`config.mk`:
```
export PLATFORM = sky130hd
export DESIGN_NAME = lane_mask_pipe
export DESIGN_NICKNAME = d
export VERILOG_FILES = /design/src/rtl/lmp_pkg.sv /design/src/rtl/lmp_wr_gate.sv /design/src/rtl/lmp_mask_line.sv /design/src/rtl/lmp_rd_lat.sv /design/src/rtl/lane_mask_pipe.sv
export SDC_FILE = /design/constraint.sdc
export NUM_CORES = 1
export LEC_CHECK = 0
export ABC_CLOCK_PERIOD_IN_PS = 2850
export CORE_ASPECT_RATIO = 2
export CORE_MARGIN = 4
export CORE_UTILIZATION = 50
export DETAILED_ROUTE_END_ITERATION = 16
export PLACE_DENSITY_LB_ADDON = 0.3
export SLEW_MARGIN = 20
export SYNTH_ARGS = -nofsm -noshare
export SYNTH_HDL_FRONTEND = slang
export SYNTH_SLANG_ARGS = --single-unit
```
`constraint.sdc`:
```
create_clock -name clk -period 2.85 [get_ports clk]
set_clock_uncertainty 0.2 [all_clocks]
set_input_delay 0.57 -clock clk [delete_from_list [all_inputs] [get_ports clk]]
set_output_delay 0.57 -clock clk [all_outputs]
set_load 0.02 [all_outputs]
```
`src/rtl/lmp_pkg.sv`:
```
package lmp_pkg;
    parameter int DATA_W   = 32;
    parameter int LANE_W   = 8;
    parameter int LANES    = DATA_W / LANE_W;
    parameter int MASK_DLY = 2;
    parameter int LAT_MIN  = 2;
    parameter int LAT_MAX  = 3;

    typedef logic [LANES-1:0]  lane_vec_t;
    typedef logic [DATA_W-1:0] word_t;
endpackage

```
`src/rtl/lmp_wr_gate.sv`:
```
module lmp_wr_gate #(
    parameter int DATA_W = lmp_pkg::DATA_W,
    parameter int LANE_W = lmp_pkg::LANE_W,
    parameter int LANES  = DATA_W / LANE_W
) (
    input  logic              cke,
    input  logic              wr_issue,
    input  logic [LANES-1:0]  mask_i,
    input  logic [DATA_W-1:0] data_i,
    output logic [LANES-1:0]  be_o,
    output logic [DATA_W-1:0] data_o
);
    logic take_write;
    assign take_write = cke & wr_issue;

    // Zero-latency mask: each lane enable depends only on this edge's inputs.
    for (genvar g = 0; g < LANES; g++) begin : g_lane
        assign be_o[g] = take_write & ~mask_i[g];
        assign data_o[g*LANE_W +: LANE_W] = data_i[g*LANE_W +: LANE_W];
    end
endmodule

```
`src/rtl/lmp_mask_line.sv`:
```
module lmp_mask_line #(
    parameter int LANES = lmp_pkg::LANES,
    parameter int DLY   = lmp_pkg::MASK_DLY
) (
    input  logic             clk,
    input  logic             rst_n,
    input  logic             cke,
    input  logic [LANES-1:0] mask_i,
    output logic [LANES-1:0] mask_o
);
    typedef struct packed {
        logic [DLY-1:0][LANES-1:0] stg;
    } line_state_t;

    line_state_t st_d, st_q;

    always_comb begin
        st_d = st_q;
        if (cke) begin
            st_d.stg[0] = mask_i;
            for (int i = 1; i < DLY; i++) begin
                st_d.stg[i] = st_q.stg[i-1];
            end
        end
    end

    always_ff @(posedge clk) begin
        if (!rst_n) begin
            st_q <= '0;
        end else begin
            st_q <= st_d;
        end
    end

    assign mask_o = st_q.stg[DLY-1];
endmodule

```
`src/rtl/lmp_rd_lat.sv`:
```
module lmp_rd_lat #(
    parameter int W       = lmp_pkg::DATA_W,
    parameter int LAT_MIN = lmp_pkg::LAT_MIN,
    parameter int LAT_MAX = lmp_pkg::LAT_MAX,
    parameter int SEL_W   = (LAT_MAX > LAT_MIN) ? $clog2(LAT_MAX - LAT_MIN + 1) : 1
) (
    input  logic             clk,
    input  logic             rst_n,
    input  logic             cke,
    input  logic             issue_i,
    input  logic [W-1:0]     data_i,
    input  logic [SEL_W-1:0] lat_sel,
    output logic             vld_o,
    output logic [W-1:0]     data_o
);
    localparam int DEPTH = LAT_MAX;

    typedef struct packed {
        logic [DEPTH-1:0]        vld;
        logic [DEPTH-1:0][W-1:0] dat;
    } pipe_state_t;

    pipe_state_t st_d, st_q;
    int unsigned tap;

    always_comb begin
        st_d = st_q;
        if (cke) begin
            st_d.vld[0] = issue_i;
            st_d.dat[0] = data_i;
            for (int i = 1; i < DEPTH; i++) begin
                st_d.vld[i] = st_q.vld[i-1];
                st_d.dat[i] = st_q.dat[i-1];
            end
        end
    end

    always_comb begin
        tap = unsigned'(LAT_MIN - 1) + 32'(lat_sel);
        if (tap > unsigned'(DEPTH - 1)) begin
            tap = unsigned'(DEPTH - 1);
        end
    end

    always_ff @(posedge clk) begin
        if (!rst_n) begin
            st_q <= '0;
        end else begin
            st_q <= st_d;
        end
    end

    assign vld_o  = st_q.vld[tap];
    assign data_o = st_q.dat[tap];
endmodule

```
`src/rtl/lane_mask_pipe.sv`:
```
module lane_mask_pipe #(
    parameter int DATA_W   = lmp_pkg::DATA_W,
    parameter int LANE_W   = lmp_pkg::LANE_W,
    parameter int MASK_DLY = lmp_pkg::MASK_DLY,
    parameter int LAT_MIN  = lmp_pkg::LAT_MIN,
    parameter int LAT_MAX  = lmp_pkg::LAT_MAX,
    parameter int LANES    = DATA_W / LANE_W
) (
    input  logic              clk,
    input  logic              rst_n,
    input  logic              cke,
    input  logic [LANES-1:0]  dqm,
    input  logic              rd_issue,
    input  logic              wr_issue,
    input  logic              lat_sel,
    input  logic [DATA_W-1:0] wr_data,
    input  logic [DATA_W-1:0] rd_core_data,
    output logic [LANES-1:0]  wr_be,
    output logic [DATA_W-1:0] wr_word,
    output logic [DATA_W-1:0] rd_data,
    output logic [LANES-1:0]  rd_oe
);
    logic [LANES-1:0] rd_mask_late;
    logic             rd_slot_vld;

    lmp_wr_gate #(
        .DATA_W (DATA_W),
        .LANE_W (LANE_W),
        .LANES  (LANES)
    ) u_wr_gate (
        .cke      (cke),
        .wr_issue (wr_issue),
        .mask_i   (dqm),
        .data_i   (wr_data),
        .be_o     (wr_be),
        .data_o   (wr_word)
    );

    lmp_mask_line #(
        .LANES (LANES),
        .DLY   (MASK_DLY)
    ) u_mask_line (
        .clk    (clk),
        .rst_n  (rst_n),
        .cke    (cke),
        .mask_i (dqm),
        .mask_o (rd_mask_late)
    );

    lmp_rd_lat #(
        .W       (DATA_W),
        .LAT_MIN (LAT_MIN),
        .LAT_MAX (LAT_MAX),
        .SEL_W   (1)
    ) u_rd_lat (
        .clk     (clk),
        .rst_n   (rst_n),
        .cke     (cke),
        .issue_i (rd_issue),
        .data_i  (rd_core_data),
        .lat_sel (lat_sel),
        .vld_o   (rd_slot_vld),
        .data_o  (rd_data)
    );

    // A lane drives only when a word occupies the output slot and its delayed mask is clear.
    for (genvar g = 0; g < LANES; g++) begin : g_oe
        assign rd_oe[g] = rd_slot_vld & ~rd_mask_late[g];
    end
endmodule

```
==> flow_summary.json <==
{
  "arrival_ps": 1930,
  "die_h_um": 145.1,
  "rows": 49,
  "whs_ps": 311.4,
  "synth_cell_types": 11,
  "finalSetupViolCount": 0,
  "regArea_um2": 2142,
  "cts-hold-fix-buffers": 0,
  "worst-setup-path-type": "in -> out",
  "path_clk_slew_ps": 60,
  "antenna_found_initial": 0,
  "worst-slew-pin-transition_ps": 732.0,
  "reg2reg_depth": 2,
  "numCtsBuffers": 9,
  "insertedDiodeCount": 0,
  "hold_depth": 2,
  "clock-sinks": 107,
  "rsz0062_at_grt": "no",
  "postSynthNetCount": 496,
  "synth_top_cell_by_area": "dfxtp_1",
  "track_usage_pct": 15.75,
  "worstPathRequired_ps": 2080,
  "slew_violations": 0,
  "start_util_pct": 51.81,
  "ys_seq_area_share_pct": 45.57,
  "clock_latency_ps": 340,
  "post_cts_buffers": 0,
  "crit_fanout": 4,
  "layout_common_cells": "mux2i_1, nor2b_1, dfxtp_1",
  "tns_ps": 0,
  "fin_crit_sh_pct": 94.58,
  "finalWeightedCongestion": 0.7205,
  "core_um2": 9074,
  "ir_drop_mv": 0.4152,
  "drive_gt1_share_pct": 11.83,
  "ff2ff_setup_slack_ps": 1990,
  "cts_root_buffer": "clkbuf_16",
  "nets": 535,
  "wl_um": 8317,
  "hold_viol_final": 0,
  "pre_cts_slack_ps": 141.2,
  "fillers": 782,
  "avgSynthCellArea_um2": 11.14,
  "synth.cell_area_um2": 4701,
  "grt_pass1_vias": 2928,
  "worstReg2RegEnd": "u_rd_lat.st_q[53]$_SDFFE_PN0P_",
  "multi_input_area_um2": 2145,
  "die_area_um2": 11110,
  "synth.yosys.warnings": 0,
  "tritoncts": "done",
  "status": "completed",
  "min_to": "u_rd_lat.st_q[82]$_SDFFE_PN0P_",
  "ys_ff_latch": 107,
  "wl_per_cell_um": 14.67,
  "layout_commonest_cell": "mux2i_1",
  "cts-resized-gates": 0,
  "synthCells": 422,
  "power_density_nw_per_um2": 546.0,
  "cts_buffer_depth": 2,
  "grt_max_degree": 108,
  "numPortBuffers": 81,
  "finalPower_mw": 3.047,
  "via_per_inst": 5.063,
  "p_leak_nw": 2.308,
  "drc": 0,
  "grt_overflow": 0,
  "max_freq_mhz": 371.0,
  "htree_num_levels": 3,
  "grt_pass1_wl_um": 14060,
  "drt_pass1_iterations": 3,
  "hp-class": "reg -> reg",
  "yosysTopAreaCellShare_pct": 45.57,
  "r2r-start": "u_rd_lat.st_q[53]$_SDFFE_PN0P_",
  "via_count": 2871,
  "fp.dieW_um": 76.56,
  "drtAntennaViolNets": 0,
  "cp-end-kind": "output pin",
  "syn2layout_area_growth_pct": 18.74,
  "slew_headroom_pct": 51.20,
  "io_pins": 146,
  "period_needed_ps": 2696,
  "worst_slack_ps": 154.3,
  "dp_hpwl_um": 5578,
  "drv_cap": 0,
  "drtIter0Drc": 60,
  "min_from": "u_rd_lat.st_q[82]$_SDFFE_PN0P_",
  "setup.worst_path.start_class": "input port",
  "synth_area_leaders": "dfxtp_1, mux2i_1, nor2b_1"
}
worst max-delay path, stage by stage:
cell,delay [ps]
clkdlybuf4s50_1,450
nand2_1,120
nor2_1,150
clkdlybuf4s50_1,630
metrics by stage:
stage          util (%)  std cells  area, um2
2_1_floorplan         -        422       4701
3_3_place_gp      58.54        552       5311
3_5_place_dp      58.54        552       5311
4_1_cts           61.51        567       5582
5_1_grt           61.51        567       5582
6_report          61.51        567       5582
where the power goes:
part / switching, mW / internal (mW)
combinational: 0.143 / 0.196
clock: 0.515 / 0.610
sequential: 0.0314 / 1.55
final cells by class:
type	instances	share of cell area (%)
multi-input cells	256	38.42
flip-flops and latches	107	38.38
repair buffers	87	16.07
clock buffers	11	4.349
well taps	102	2.286
clock inverters	4	0.4932
kinds of logic (layout without fill, tap and decap cells):
group	Yosys count	after routing	share of synthesized area, %
muxes	140	140	30.66
and+or+nand+nor	116	116	14.96
DFF	107	107	45.57
buffers and inverters	59	102	8.810
worst max-delay path by stage:
stage              from        to  slack (ps)  cells after the start
6_report       wr_issue  wr_be[3]         150                      4
5_1_grt        wr_issue  wr_be[3]          90                      4
4_1_cts        wr_issue  wr_be[3]         130                      4
3_5_place_dp   wr_issue  wr_be[3]         140                      4
3_3_place_gp   wr_issue  wr_be[2]         180                      4
2_1_floorplan       cke  wr_be[0]         680                      5
cell usage after synthesis:
| cell type | count |
|---|---|
| mux2i_1 | 108 |
| dfxtp_1 | 107 |
| nor2b_1 | 107 |
| buf_4 | 41 |
| mux2_2 | 32 |
| clkbuf_1 | 8 |
| nor2_1 | 8 |
| buf_2 | 7 |
| buf_8 | 2 |
| buf_6 | 1 |
| nand2_1 | 1 |
per-layer routing:
layer  GRT usage (%)  share of wire [%]
met1           17.44                 41
met4           8.711                3.3
met5               0                  0
met3           4.342                4.7
met2           26.90                 51
state kept, by name, indices dropped and copies added, names as in the netlist:
signal / cells
u_mask_line.st_q: 4
u_mask_line.mask_o: 4
u_rd_lat.st_q: 99
(Power assumes the default switching activity.)
